===== config.mk =====
export PLATFORM = sky130hd
export DESIGN_NAME = wdt_timer
export DESIGN_NICKNAME = d
export VERILOG_FILES = /design/src/rtl/wdt_pkg.sv /design/src/rtl/wdt_tick_sync.sv /design/src/rtl/wdt_prescaler.sv /design/src/rtl/wdt_counter.sv /design/src/rtl/wdt_timer.sv
export SDC_FILE = /design/constraint.sdc
export NUM_CORES = 1
export LEC_CHECK = 0
export ABC_AREA = 1
export BUFFER_PORTS_ARGS = -buffer_cell sky130_fd_sc_hd__buf_2
export CORE_MARGIN = 1
export CORE_UTILIZATION = 35
export CTS_BUF_LIST = sky130_fd_sc_hd__clkbuf_8
export DETAILED_ROUTE_END_ITERATION = 16
export GPL_TIMING_DRIVEN = 0
export PLACE_DENSITY_LB_ADDON = 0.15
export SYNTH_ARGS = -nofsm -noshare
export SYNTH_HDL_FRONTEND = slang
export SYNTH_SLANG_ARGS = --single-unit

===== constraint.sdc =====
create_clock -name clk_i -period 3.56 [get_ports clk_i]
set_input_delay 0.712 -clock clk_i [delete_from_list [all_inputs] [get_ports clk_i]]
set_output_delay 0.712 -clock clk_i [all_outputs]
set_load 0.005 [all_outputs]

===== src/rtl/wdt_pkg.sv =====
package wdt_pkg;
  typedef enum logic [1:0] {
    ADDR_LOAD  = 2'd0,
    ADDR_COUNT = 2'd1,
    ADDR_CTRL  = 2'd2,
    ADDR_CLEAR = 2'd3
  } wdt_addr_e;

  typedef struct packed {
    logic       run;
    logic       rsvd6;
    logic       wd_mode;
    logic       rsvd4;
    logic [1:0] div_sel;
    logic       irq_act;
    logic       pd_stop;
  } wdt_ctrl_t;
endpackage


===== src/rtl/wdt_tick_sync.sv =====
module wdt_tick_sync #(
  parameter int unsigned STAGES = 2
) (
  input  logic clk_i,
  input  logic rst_ni,
  input  logic lp_clk_i,
  output logic tick_o
);
  logic [STAGES-1:0] sync_q;
  logic              prev_q;

  always_ff @(posedge clk_i or negedge rst_ni) begin
    if (!rst_ni) begin
      sync_q <= '0;
      prev_q <= 1'b0;
    end else begin
      sync_q <= {sync_q[STAGES-2:0], lp_clk_i};
      prev_q <= sync_q[STAGES-1];
    end
  end

  assign tick_o = sync_q[STAGES-1] & ~prev_q;
endmodule


===== src/rtl/wdt_prescaler.sv =====
module wdt_prescaler #(
  parameter int unsigned DIV_MID = 16,
  parameter int unsigned DIV_MAX = 256
) (
  input  logic       clk_i,
  input  logic       rst_ni,
  input  logic       restart_i,
  input  logic       tick_i,
  input  logic       en_i,
  input  logic [1:0] sel_i,
  output logic       ptick_o
);
  localparam int unsigned PW = $clog2(DIV_MAX);

  logic [PW-1:0] cnt_q, lim;
  logic          step;

  always_comb begin
    unique case (sel_i)
      2'd0:    lim = '0;
      2'd1:    lim = PW'(DIV_MID - 1);
      default: lim = PW'(DIV_MAX - 1);
    endcase
  end

  assign step    = tick_i & en_i;
  assign ptick_o = step & (cnt_q == lim);

  always_ff @(posedge clk_i or negedge rst_ni) begin
    if (!rst_ni)        cnt_q <= '0;
    else if (restart_i) cnt_q <= '0;
    else if (step)      cnt_q <= (cnt_q == lim) ? '0 : cnt_q + 1'b1;
  end
endmodule


===== src/rtl/wdt_counter.sv =====
module wdt_counter #(
  parameter int unsigned W      = 16,
  parameter logic [W-1:0] LD_RST = 16'h0040
) (
  input  logic         clk_i,
  input  logic         rst_ni,
  input  logic         load_i,
  input  logic         ptick_i,
  input  logic [W-1:0] ld_val_i,
  output logic [W-1:0] cnt_o,
  output logic         expire_o
);
  logic [W-1:0] cnt_q;

  // bus reload wins over a coincident tick
  assign expire_o = ptick_i & ~load_i & (cnt_q == '0);
  assign cnt_o    = cnt_q;

  always_ff @(posedge clk_i or negedge rst_ni) begin
    if (!rst_ni)      cnt_q <= LD_RST;
    else if (load_i)  cnt_q <= ld_val_i;
    else if (ptick_i) cnt_q <= (cnt_q == '0) ? ld_val_i : cnt_q - 1'b1;
  end
endmodule


===== src/rtl/wdt_timer.sv =====
module wdt_timer #(
  parameter int unsigned CNT_W       = 16,
  parameter int unsigned SYNC_STAGES = 2,
  parameter int unsigned DIV_MID     = 16,
  parameter int unsigned DIV_MAX     = 256,
  parameter logic [CNT_W-1:0] LD_RST = 16'h0040
) (
  input  logic             clk_i,
  input  logic             rst_ni,
  input  logic             warm_rst_i,
  input  logic             lp_clk_i,
  input  logic             dbg_halt_i,
  input  logic             pwr_down_i,
  input  logic             wr_i,
  input  logic [1:0]       addr_i,
  input  logic [CNT_W-1:0] wdata_i,
  output logic [CNT_W-1:0] rdata_o,
  output logic             irq_o,
  output logic             rst_req_o
);
  import wdt_pkg::*;

  wdt_ctrl_t        ctrl_q;
  logic [CNT_W-1:0] ld_q, cnt_q;
  logic             irq_q, rst_req_q;
  logic             locked, wr_load, wr_ctrl, wr_clear, reload;
  logic             count_en, tick, ptick, expire, to_reset;

  assign locked   = ctrl_q.wd_mode;
  assign wr_load  = wr_i && (addr_i == ADDR_LOAD) && !locked;
  assign wr_ctrl  = wr_i && (addr_i == ADDR_CTRL) && !locked;
  assign wr_clear = wr_i && (addr_i == ADDR_CLEAR);
  assign reload   = wr_ctrl | wr_clear;
  assign count_en = (ctrl_q.run | ctrl_q.wd_mode) & ~dbg_halt_i
                  & ~(ctrl_q.pd_stop & pwr_down_i);
  assign to_reset = ctrl_q.wd_mode & ~ctrl_q.irq_act;

  wdt_tick_sync #(.STAGES(SYNC_STAGES)) u_sync (
    .clk_i(clk_i), .rst_ni(rst_ni), .lp_clk_i(lp_clk_i), .tick_o(tick)
  );

  wdt_prescaler #(.DIV_MID(DIV_MID), .DIV_MAX(DIV_MAX)) u_pre (
    .clk_i(clk_i), .rst_ni(rst_ni), .restart_i(reload), .tick_i(tick),
    .en_i(count_en), .sel_i(ctrl_q.div_sel), .ptick_o(ptick)
  );

  wdt_counter #(.W(CNT_W), .LD_RST(LD_RST)) u_cnt (
    .clk_i(clk_i), .rst_ni(rst_ni), .load_i(reload), .ptick_i(ptick),
    .ld_val_i(ld_q), .cnt_o(cnt_q), .expire_o(expire)
  );

  always_ff @(posedge clk_i or negedge rst_ni) begin
    if (!rst_ni) begin
      ld_q      <= LD_RST;
      ctrl_q    <= '0;
      irq_q     <= 1'b0;
      rst_req_q <= 1'b0;
    end else begin
      if (wr_load) ld_q <= wdata_i;
      if (wr_ctrl) begin
        ctrl_q       <= wdt_ctrl_t'(wdata_i[7:0]);
        ctrl_q.rsvd6 <= 1'b0;
        ctrl_q.rsvd4 <= 1'b0;
      end
      if (wr_clear || warm_rst_i)   irq_q <= 1'b0;
      else if (expire && !to_reset) irq_q <= 1'b1;
      rst_req_q <= expire & to_reset;
    end
  end

  always_comb begin
    unique case (wdt_addr_e'(addr_i))
      ADDR_LOAD:  rdata_o = ld_q;
      ADDR_COUNT: rdata_o = cnt_q;
      ADDR_CTRL:  rdata_o = CNT_W'(ctrl_q);
      default:    rdata_o = '0;
    endcase
  end

  assign irq_o     = irq_q;
  assign rst_req_o = rst_req_q;
endmodule


==> results of run 1 <==
flip-flops by register name (all words and copies together) (netlist names):
register	cells
rst_req_o	1
u_sync.prev_q	1
ctrl_q	5
irq_o	1
u_cnt.cnt_o	16
locked	1
u_pre.cnt_q	8
ld_q	16
u_sync.sync_q	2
worst max-delay path: stages:
cell and delay (ns):
buf_2 0.14, nor2_2 0.34, clkinv_1 0.43, o221ai_1 0.31, buf_2 0.16
stage by stage:
| step | cell area, sq um | utilization |
|---|---|---|
| 2_1_floorplan | 3080 | - |
| 3_3_place_gp | 3420 | 0.408 |
| 3_5_place_dp | 3420 | 0.408 |
| 4_1_cts | 3510 | 0.419 |
| 5_1_grt | 3510 | 0.419 |
| 6_report | 3510 | 0.419 |
worst min path at each step:
stage | startpoint | endpoint | slack [ns] | cells after the start
final | u_sync.sync_q[0] | u_sync.sync_q[1] | 0.36 | 0
after global routing | u_sync.sync_q[0] | u_sync.sync_q[1] | 0.38 | 0
after CTS | u_sync.sync_q[0] | u_sync.sync_q[1] | 0.36 | 0
after detailed placement | u_sync.sync_q[0] | u_sync.sync_q[1] | 0.34 | 0
after global placement | u_sync.sync_q[0] | u_sync.sync_q[1] | 0.33 | 0
after floorplan | u_sync.sync_q[0] | u_sync.sync_q[1] | 0.33 | 0
cell usage after synthesis (4+ instances only):
cell / number / area (sq um)
buf_2: 4 / 20.0
nand4_1: 6 / 37.5
nand3_1: 28 / 140
nand2_1: 159 / 597
xor2_1: 6 / 52.6
o22ai_1: 7 / 43.8
dfrtp_1: 49 / 1230
nor2_2: 4 / 25.0
o21ai_0: 23 / 115
a21oi_1: 10 / 50.1
nor2_1: 54 / 203
inv_1: 53 / 199
cells by family (layout without fill, tap and decap cells):
kind of cell / Yosys count / after routing / share of synthesized area
and+or+nand+nor: 263 / 263 / 0.359
buffers and inverters: 64 / 114 / 0.0882
DFF: 51 / 51 / 0.416
AOI/OAI and AO/OA: 48 / 48 / 0.0935
xor gates and xnor gates: 7 / 7 / 0.0199
adders and majority gates: 3 / 3 / 0.0122
muxes: 3 / 3 / 0.0110
metal layers:
metal | part of all wire | GRT usage | wire length [um]
met5 | 0 | 0 | 0
met4 | 0.016 | 0.0535 | 135
met3 | 0.047 | 0.0245 | 394
met2 | 0.46 | 0.324 | 3820
met1 | 0.48 | 0.285 | 3990
area by class of cell:
class	count	area, sq um
Inverter	55	206
Fill cell	920	4870
Tap cell	105	131
Multi-Input combinational cell	324	1530
Clock buffer	6	82.6
Timing Repair Buffer	42	210
Clock inverter	2	12.5
Sequential cell	51	1280
Buffer	9	65.1
power breakdown:
group	switching [W]	leakage [nW]	internal, W
clock	0.000204	0.0526	0.000157
sequential	0.000113	0.636	0.000677
combinational	0.000537	1.17	0.000286
==> qor.csv, run 1 <==
metric,value,unit
"commonest non-fill, non-tap cell in the layout",nand2_1,
post-DP HPWL,6270,um
Post-Place Cells,586,
initial antenna violation count,0,
DRT Pass-1 Iters,5,
H-tree depth,2,
CTS tree,done,
tightest hold margin,0.361,ns
diode count,0,
Initial Utilization,0.367,
layout cells sized above 1,0.155,
"EDFF count, synth",0,
full die area,0.00917,sq mm
status,"complete, no violations",
r2r worst-path depth,10,
Die X,95.8,um
worst hold path type,reg -> reg,
GPL Wtd Cong,0.866,
Setup CP Type,in -> out,
CTS sink count,51,
CP Max Fanout,10,
Via-to-Cell Ratio,4.87,
predominant post-synthesis flop cell,dfrtp_1,
Clock Path Buffers,2,
"antenna viol nets, final",0,
max-cap violations,0,
Synth Instances,439,
final setup TNS,0,ns
Die Y-Extent,95.8,um
Leak,1.85,nW
DR vias,2895,
CTS root buf,clkbuf_8,
total wire length,8340,um
CP endpoint,rdata_o[1],
worst reg-to-reg setup slack,1.72,ns
worst vdd ir,0.000273,V
number of port buffers,42,
core box area,0.00838,sq mm
Pwr per Cell Area,562,mW/mm^2
clk_skew,0.0108,ns
gr usage total,0.201,
vias in the first global route,2874,
Slew HR,0.222,
FP Rows,33,
distinct cell type count after synthesis,32,
"Slew Viols, Final",0,
Final Cycle Share,0.791,
area grow syn2layout,14.2,%
cts bufs inserted,5,
RR Startpoint,u_cnt.cnt_o[0],
"Clk pin slew, worst setup/hold paths",0.09,ns
hold buffer count at cts,0,
CP startpoint,addr_i[0],
syn nets,467,
minimum clock period,2.81,ns
Setup crit start kind,input pin,
largest net degree at the start of global routing,52,
CTS resizes,0,
"FFs w/ async S/R, synth",1.00,
crit end category,primary output,
total power,0.00197,W
global-route wire length before repair,14100,um
Iter 0 DRT Violations,192,
postcts setup bufs,0,
syn_area_per_cell,7.01,sq um
wire length per cell,14.0,um
"Data arrival, critical path",2.10,ns
final setup vio count,0,
grt total ovfl,0,
setup ws final,0.745,ns
Slew @ Worst Pin,1.17,ns
Critical Path RT,2.85,ns
most frequent cells in the layout,"nand2_1, inv_1, nor2_1",
clock latency on the worst-skew pair,0.31,ns
Mapped Area,0.00308,sq mm
part of the Yosys area used for sequential elements,0.416,
synthesized flop and latch total,51,
r2r endpoint,u_cnt.cnt_o[2],
final count of hold timing violations,0,
Ports,43,
Post-Layout Cell Count,594,
Synthesis Warnings,0,
dpl ws,0.731,ns
Nets,516,
unrepaired setup endpoints after global routing,false,
DRC,0,
fmax,355,MHz
(Power assumes the default switching activity.)
==> inputs of run 2 (changes only) <==
Clock period 3.56 ns to 2.35 ns, I/O delays scaled along.
==> run 2 against run 1 <==
Sequential share of layout area shrank 0.091 points. Total power grew 52%. Count of clock-buffer cells in the layout is the same. Largest power group unchanged. Worst setup slack lost 0.64 ns. Sequential power grew 52%.
==> qor.csv, run 2 (synthesized netlist as in run 1, its figures left out) <==
metric,value,unit,change
CP most frequent cell,buf_2,,
min-delay src,lp_clk_i,,
wire length per cell,14.1,um,+0.52%
cts bufs inserted,5,,unchanged
Clock Path Buffers,2,,unchanged
post-DP HPWL,6270,um,unchanged
Initial Utilization,0.367,,unchanged
CP max-delay cell,clkbuf_1,,
Nets,516,,unchanged
full die area,0.00917,sq mm,unchanged
global-route wire length before repair,14100,um,unchanged
grt total ovfl,0,,unchanged
Finished Cell Area,0.00352,sq mm,+0.25%
Post-Layout Cell Count,594,,unchanged
Setup crit start kind,input pin,,
final setup vio count,0,,unchanged
Setup CP Type,in -> out,,
initial antenna violation count,0,,unchanged
final count of hold timing violations,0,,unchanged
clk_skew,0.0108,ns,+0.0000695 ns
number of port buffers,42,,unchanged
Post-Place Cells,586,,unchanged
Iter 0 DRT Violations,177,,-7.8%
CTS root buf,clkbuf_8,,
DRT Pass-1 Iters,5,,unchanged
diode count,0,,unchanged
Slew HR,0.223,,+0.00107
DR vias,2896,,+0.035%
crit end category,primary output,,
vias in the first global route,2874,,unchanged
CP startpoint,addr_i[1],,
Die X,95.8,um,unchanged
largest net degree at the start of global routing,52,,unchanged
H-tree depth,2,,unchanged
tightest hold margin,0.264,ns,-0.0971 ns
dpl ws,0.00525,ns,-0.726 ns
Die Y-Extent,95.8,um,unchanged
max-cap violations,0,,unchanged
"commonest non-fill, non-tap cell in the layout",nand2_1,,
worst vdd ir,0.000413,V,+51%
"Slew Viols, Final",0,,unchanged
clock latency on the worst-skew pair,0.31,ns,about the same
setup ws final,0.105,ns,-0.640 ns
Pwr per Cell Area,850,mW/mm^2,+51%
crit-path max cell delay,0.48,ns,+0.05 ns
final setup TNS,0,ns,unchanged
FP Rows,33,,unchanged
fmax,446,MHz,
r2r endpoint,u_cnt.cnt_o[2],,
GPL Wtd Cong,0.866,,unchanged
Ports,43,,unchanged
fill count,918,,-0.22%
layout cells sized above 1,0.157,,+0.00204
CTS tree,done,,
"antenna viol nets, final",0,,unchanged
"Clk pin slew, worst setup/hold paths",0.09,ns,about the same
total wire length,8380,um,+0.52%
core box area,0.00838,sq mm,unchanged
Leak,1.85,nW,unchanged
crit-path cells,buf_2 -> inv_1 -> nand2_1 -> clkbuf_1 -> o22ai_1 -> buf_2,,
Final Cycle Share,0.955,,
minimum clock period,2.24,ns,
Critical Path RT,1.88,ns,-0.97 ns
unrepaired setup endpoints after global routing,false,,
"Data arrival, critical path",1.77,ns,-0.33 ns
Slew @ Worst Pin,1.17,ns,-0.00161 ns
CTS sink count,51,,unchanged
gr usage total,0.201,,unchanged
placed cell area,0.00342,sq mm,unchanged
DRC,0,,unchanged
RR Startpoint,u_cnt.cnt_o[0],,
status,"complete, no violations",,
CP Max Fanout,10,,unchanged
Via-to-Cell Ratio,4.88,,about the same
area grow syn2layout,14.5,%,
CP endpoint,rdata_o[4],,
most frequent cells in the layout,"nand2_1, inv_1, nor2_1",,
worst reg-to-reg setup slack,0.48,ns,-1.24 ns
worst hold path type,in -> reg,,
r2r worst-path depth,10,,unchanged
==> run 2: worst min-delay path by stage <==
stage                                  end  slack [ns]  depth (start not counted)
after floorplan                  ctrl_q[0]        0.17                          0
after global placement    u_sync.sync_q[1]        0.33                          0
after detailed placement  u_sync.sync_q[1]        0.34                          0
after CTS                 u_sync.sync_q[0]        0.26                          1
after global routing      u_sync.sync_q[0]        0.26                          1
final                     u_sync.sync_q[0]        0.26                          1
==> run 2: final cells by class <==
class	instances	area (sq um)	share of cell area
well taps	105	131	0.0373
repair buffers	42	210	0.0597
clock inverters	2	12.5	0.00355
clock buffers	6	82.6	0.0234
multi-input cells	324	1530	0.435
flip-flops and latches	51	1280	0.363
plain buffers	9	65.1	0.0185
inverters	55	210	0.0597
==> run 2: repair_timing <==
item / in CTS / in global routing
hold buffers: 0 / 0
setup endpoints to repair: 0 / 10
gates resized for setup: 0 / 2
buffers inserted: 0 / 0
==> run 2: power breakdown <==
group          leakage (nW)  switching, W  internal, W
combinational          1.17      0.000815     0.000434
clock                0.0526      0.000310     0.000238
sequential            0.636      0.000172      0.00103
==> run 2: per-stage QoR <==
step	utilization	power, W
after floorplan	-	0.00210
after global placement	0.408	0.00243
after detailed placement	0.408	0.00244
after CTS	0.419	0.00301
after global routing	0.420	0.00326
final	0.420	0.00299
==> run 2: critical path: cells and delay by family <==
family / cells / cell delay, ns
AO/OA/AOI/OAI: 1 / 0.19
buffers and inverters: 4 / 0.87
AND/OR/NAND/NOR: 1 / 0.24
==> run 2: layer usage <==
| metal | part of all wire | vias to the layer above | global-route usage | wire length [um] |
|---|---|---|---|---|
| met3 | 0.041 | 10 | 0.0245 | 340 |
| met4 | 0.016 | 0 | 0.0535 | 137 |
| met2 | 0.45 | 71 | 0.324 | 3810 |
| li1 | - | 1475 | - | - |
| met5 | 0 | - | 0 | 0 |
| met1 | 0.49 | 1340 | 0.285 | 4090 |
==> inputs of run 3 (changes only) <==
Settings changed: ABC_AREA 1 to 0.
==> run 3 against run 2 <==
Worst setup slack lost 0.044 ns. Design area grew 2.7%. Die area shrank 1.5%. Clock skew shrank 0.0062 ns. Largest cell class unchanged.
==> qor.csv, run 3 <==
metric,value,unit,change
status,"complete, no violations",,
gr usage total,0.195,,-0.00588
Yosys top cell by area,dfrtp_1,,
Via-to-Cell Ratio,5.58,,+15%
Initial Utilization,0.365,,-0.00208
XOR/XNOR share of the synthesized area,0.0173,,-0.00258
Slew HR,0.213,,-0.00990
Post-Layout Cell Count,455,,-23%
cell with the most instances after synthesis,dfrtp_1,,
max-cap violations,0,,unchanged
largest family of logic cells by synthesized area,simple AND/OR/NAND/NOR gates,,
clock latency on the worst-skew pair,0.31,ns,about the same
area grow syn2layout,19.4,%,
diode count,0,,unchanged
Nets,377,,-27%
vias in the first global route,2526,,-12%
layout cells sized above 1,0.311,,+0.154
Simple-Gate Fraction of Synth Area,0.203,,-0.157
Leak,1.58,nW,-15%
DRT Pass-1 Iters,4,,-1
clk_skew,0.00467,ns,-0.00617 ns
hold buffer count at cts,0,,unchanged
final setup vio count,0,,unchanged
Finished Cell Area,0.00362,sq mm,+2.7%
"EDFF count, synth",0,,unchanged
CTS tree,done,,
post-synth top area share,0.405,,+0.00626
"Data arrival, critical path",2.44,ns,+0.67 ns
Die Y-Extent,95.0,um,-0.76%
worst hold path type,in -> reg,,
Setup CP Type,reg -> reg,,
CTS root buf,clkbuf_8,,
Ports,43,,unchanged
post-DP HPWL,5830,um,-6.9%
DRC,0,,unchanged
Post-Place Cells,441,,-25%
post-synthesis adder-cell area fraction,0.0124,,+0.000191
Synth Instances,294,,-33%
cts bufs inserted,5,,unchanged
synthesized flop and latch total,51,,unchanged
most frequent cells in the layout,"dfrtp_1, buf_2, nor2_1",,
full die area,0.00903,sq mm,-1.5%
Synthesis Warnings,0,,unchanged
tightest hold margin,0.258,ns,-0.00620 ns
Critical Path RT,2.50,ns,+0.62 ns
"commonest non-fill, non-tap cell in the layout",dfrtp_1,,
complex-gate fraction of the synthesized area,0.164,,+0.0709
"Slew Viols, Final",0,,unchanged
number of port buffers,42,,unchanged
distinct cell type count after synthesis,63,,+97%
placed cell area,0.00337,sq mm,-1.4%
syn_area_per_cell,10.3,sq um,+47%
syn nets,322,,-31%
grt total ovfl,0,,unchanged
core box area,0.00830,sq mm,-0.99%
Slew @ Worst Pin,1.18,ns,+0.0149 ns
part of the Yosys area used for sequential elements,0.422,,+0.00652
Synth area leaders,"dfrtp_1, mux2_2, mux2i_1, nor2_1, nand2_1",,
crit end category,register,,
FP Rows,33,,unchanged
CTS sink count,51,,unchanged
"FFs w/ async S/R, synth",1.00,,unchanged
mux share of post-synthesis cell area,0.146,,+0.135
fill count,835,,-9.0%
Pwr per Cell Area,959,mW/mm^2,+13%
worst vdd ir,0.000387,V,-6.3%
total wire length,8100,um,-3.4%
"antenna viol nets, final",0,,unchanged
Setup crit start kind,register,,
GPL Wtd Cong,0.834,,-3.7%
H-tree depth,2,,unchanged
Iter 0 DRT Violations,155,,-12%
fmax,437,MHz,-1.9%
Mapped Area,0.00303,sq mm,-1.5%
global-route wire length before repair,13200,um,-6.1%
Final Cycle Share,0.974,,+0.0186
Die X,95.0,um,-0.76%
predominant post-synthesis flop cell,dfrtp_1,,
"Clk pin slew, worst setup/hold paths",0.10,ns,about the same
Clock Path Buffers,2,,unchanged
minimum clock period,2.29,ns,+0.0438 ns
DR vias,2541,,-12%
largest net degree at the start of global routing,52,,unchanged
initial antenna violation count,0,,unchanged
final count of hold timing violations,0,,unchanged
CP Max Fanout,10,,unchanged
"top cells by count, synth","dfrtp_1, nor2_1, nand2_1",,
unrepaired setup endpoints after global routing,true,,
fin util,0.436,,+0.0156
wire length per cell,17.8,um,+26%
total power,0.00347,W,+16%
## run 3: area by class of cell
| type | count | area (sq um) | area share |
|---|---|---|---|
| Buffer | 14 | 78.8 | 0.0218 |
| Clock buffer | 5 | 68.8 | 0.0190 |
| Clock inverter | 3 | 63.8 | 0.0176 |
| Inverter | 9 | 33.8 | 0.00934 |
| Multi-Input combinational cell | 220 | 1690 | 0.468 |
| Sequential cell | 51 | 1280 | 0.354 |
| Tap cell | 105 | 131 | 0.0363 |
| Timing Repair Buffer | 48 | 268 | 0.0740 |
## run 3: routing by layer
layer	GRT usage	share of wire	vias up	routed length, um
met4	0.0682	0.018	0	144
li1	-	-	1230	-
met1	0.273	0.48	1234	3880
met3	0.0311	0.046	10	370
met2	0.306	0.46	67	3700
met5	0	0	-	0
## run 3: repair_timing
action / in CTS / in global routing
buffers inserted: 4 / 2
pin swaps: 2 / 2
endpoints found under the setup margin: 15 / 14
gates resized for setup: 5 / 9
## run 3: kinds of logic after synthesis
family          after synthesis
simple gates                106
flops                        51
compound gates               65
mux                          40
fa+ha+maj                     3
xor+xnor                      6
buf+inv                      23
## run 3: power by group
group	leakage [nW]	internal (W)	switching, W
clock network	0.0695	0.000422	0.000309
logic	0.895	0.000601	0.000601
registers	0.620	0.00118	0.000356
## run 3: per-stage QoR
stage / TNS [ns] / setup WS [ns]
2_1_floorplan: 0 / 0.233
3_3_place_gp: -1.67 / -0.192
3_5_place_dp: -1.73 / -0.203
4_1_cts: 0 / 0.00475
5_1_grt: -0.0232 / -0.0212
6_report: 0 / 0.0617
## run 3: worst paths after layout
| kind | slack (ns) | start | end | depth (start not counted) |
|---|---|---|---|---|
| min reg2reg | 0.36 | u_sync.sync_q[0] | u_sync.sync_q[1] | 0 |
| min in group asynchronous | 0.38 | rst_ni | ld_q[11] | 1 |
| min | 0.26 | lp_clk_i | u_sync.sync_q[0] | 1 |
| max reg2reg | 0.06 | u_pre.cnt_q[2] | rst_req_o | 5 |
| max in group asynchronous | 1.23 | rst_ni | u_cnt.cnt_o[10] | 1 |
| max | 0.06 | u_pre.cnt_q[2] | rst_req_o | 5 |
## run 3: critical path, cell delays in order, from the launching register on
cell and delay (ns):
dfrtp_1 0.45, or4_4 0.58, mux2i_4 0.29, nand3_2 0.14, buf_6 0.20, nor4_1 0.46
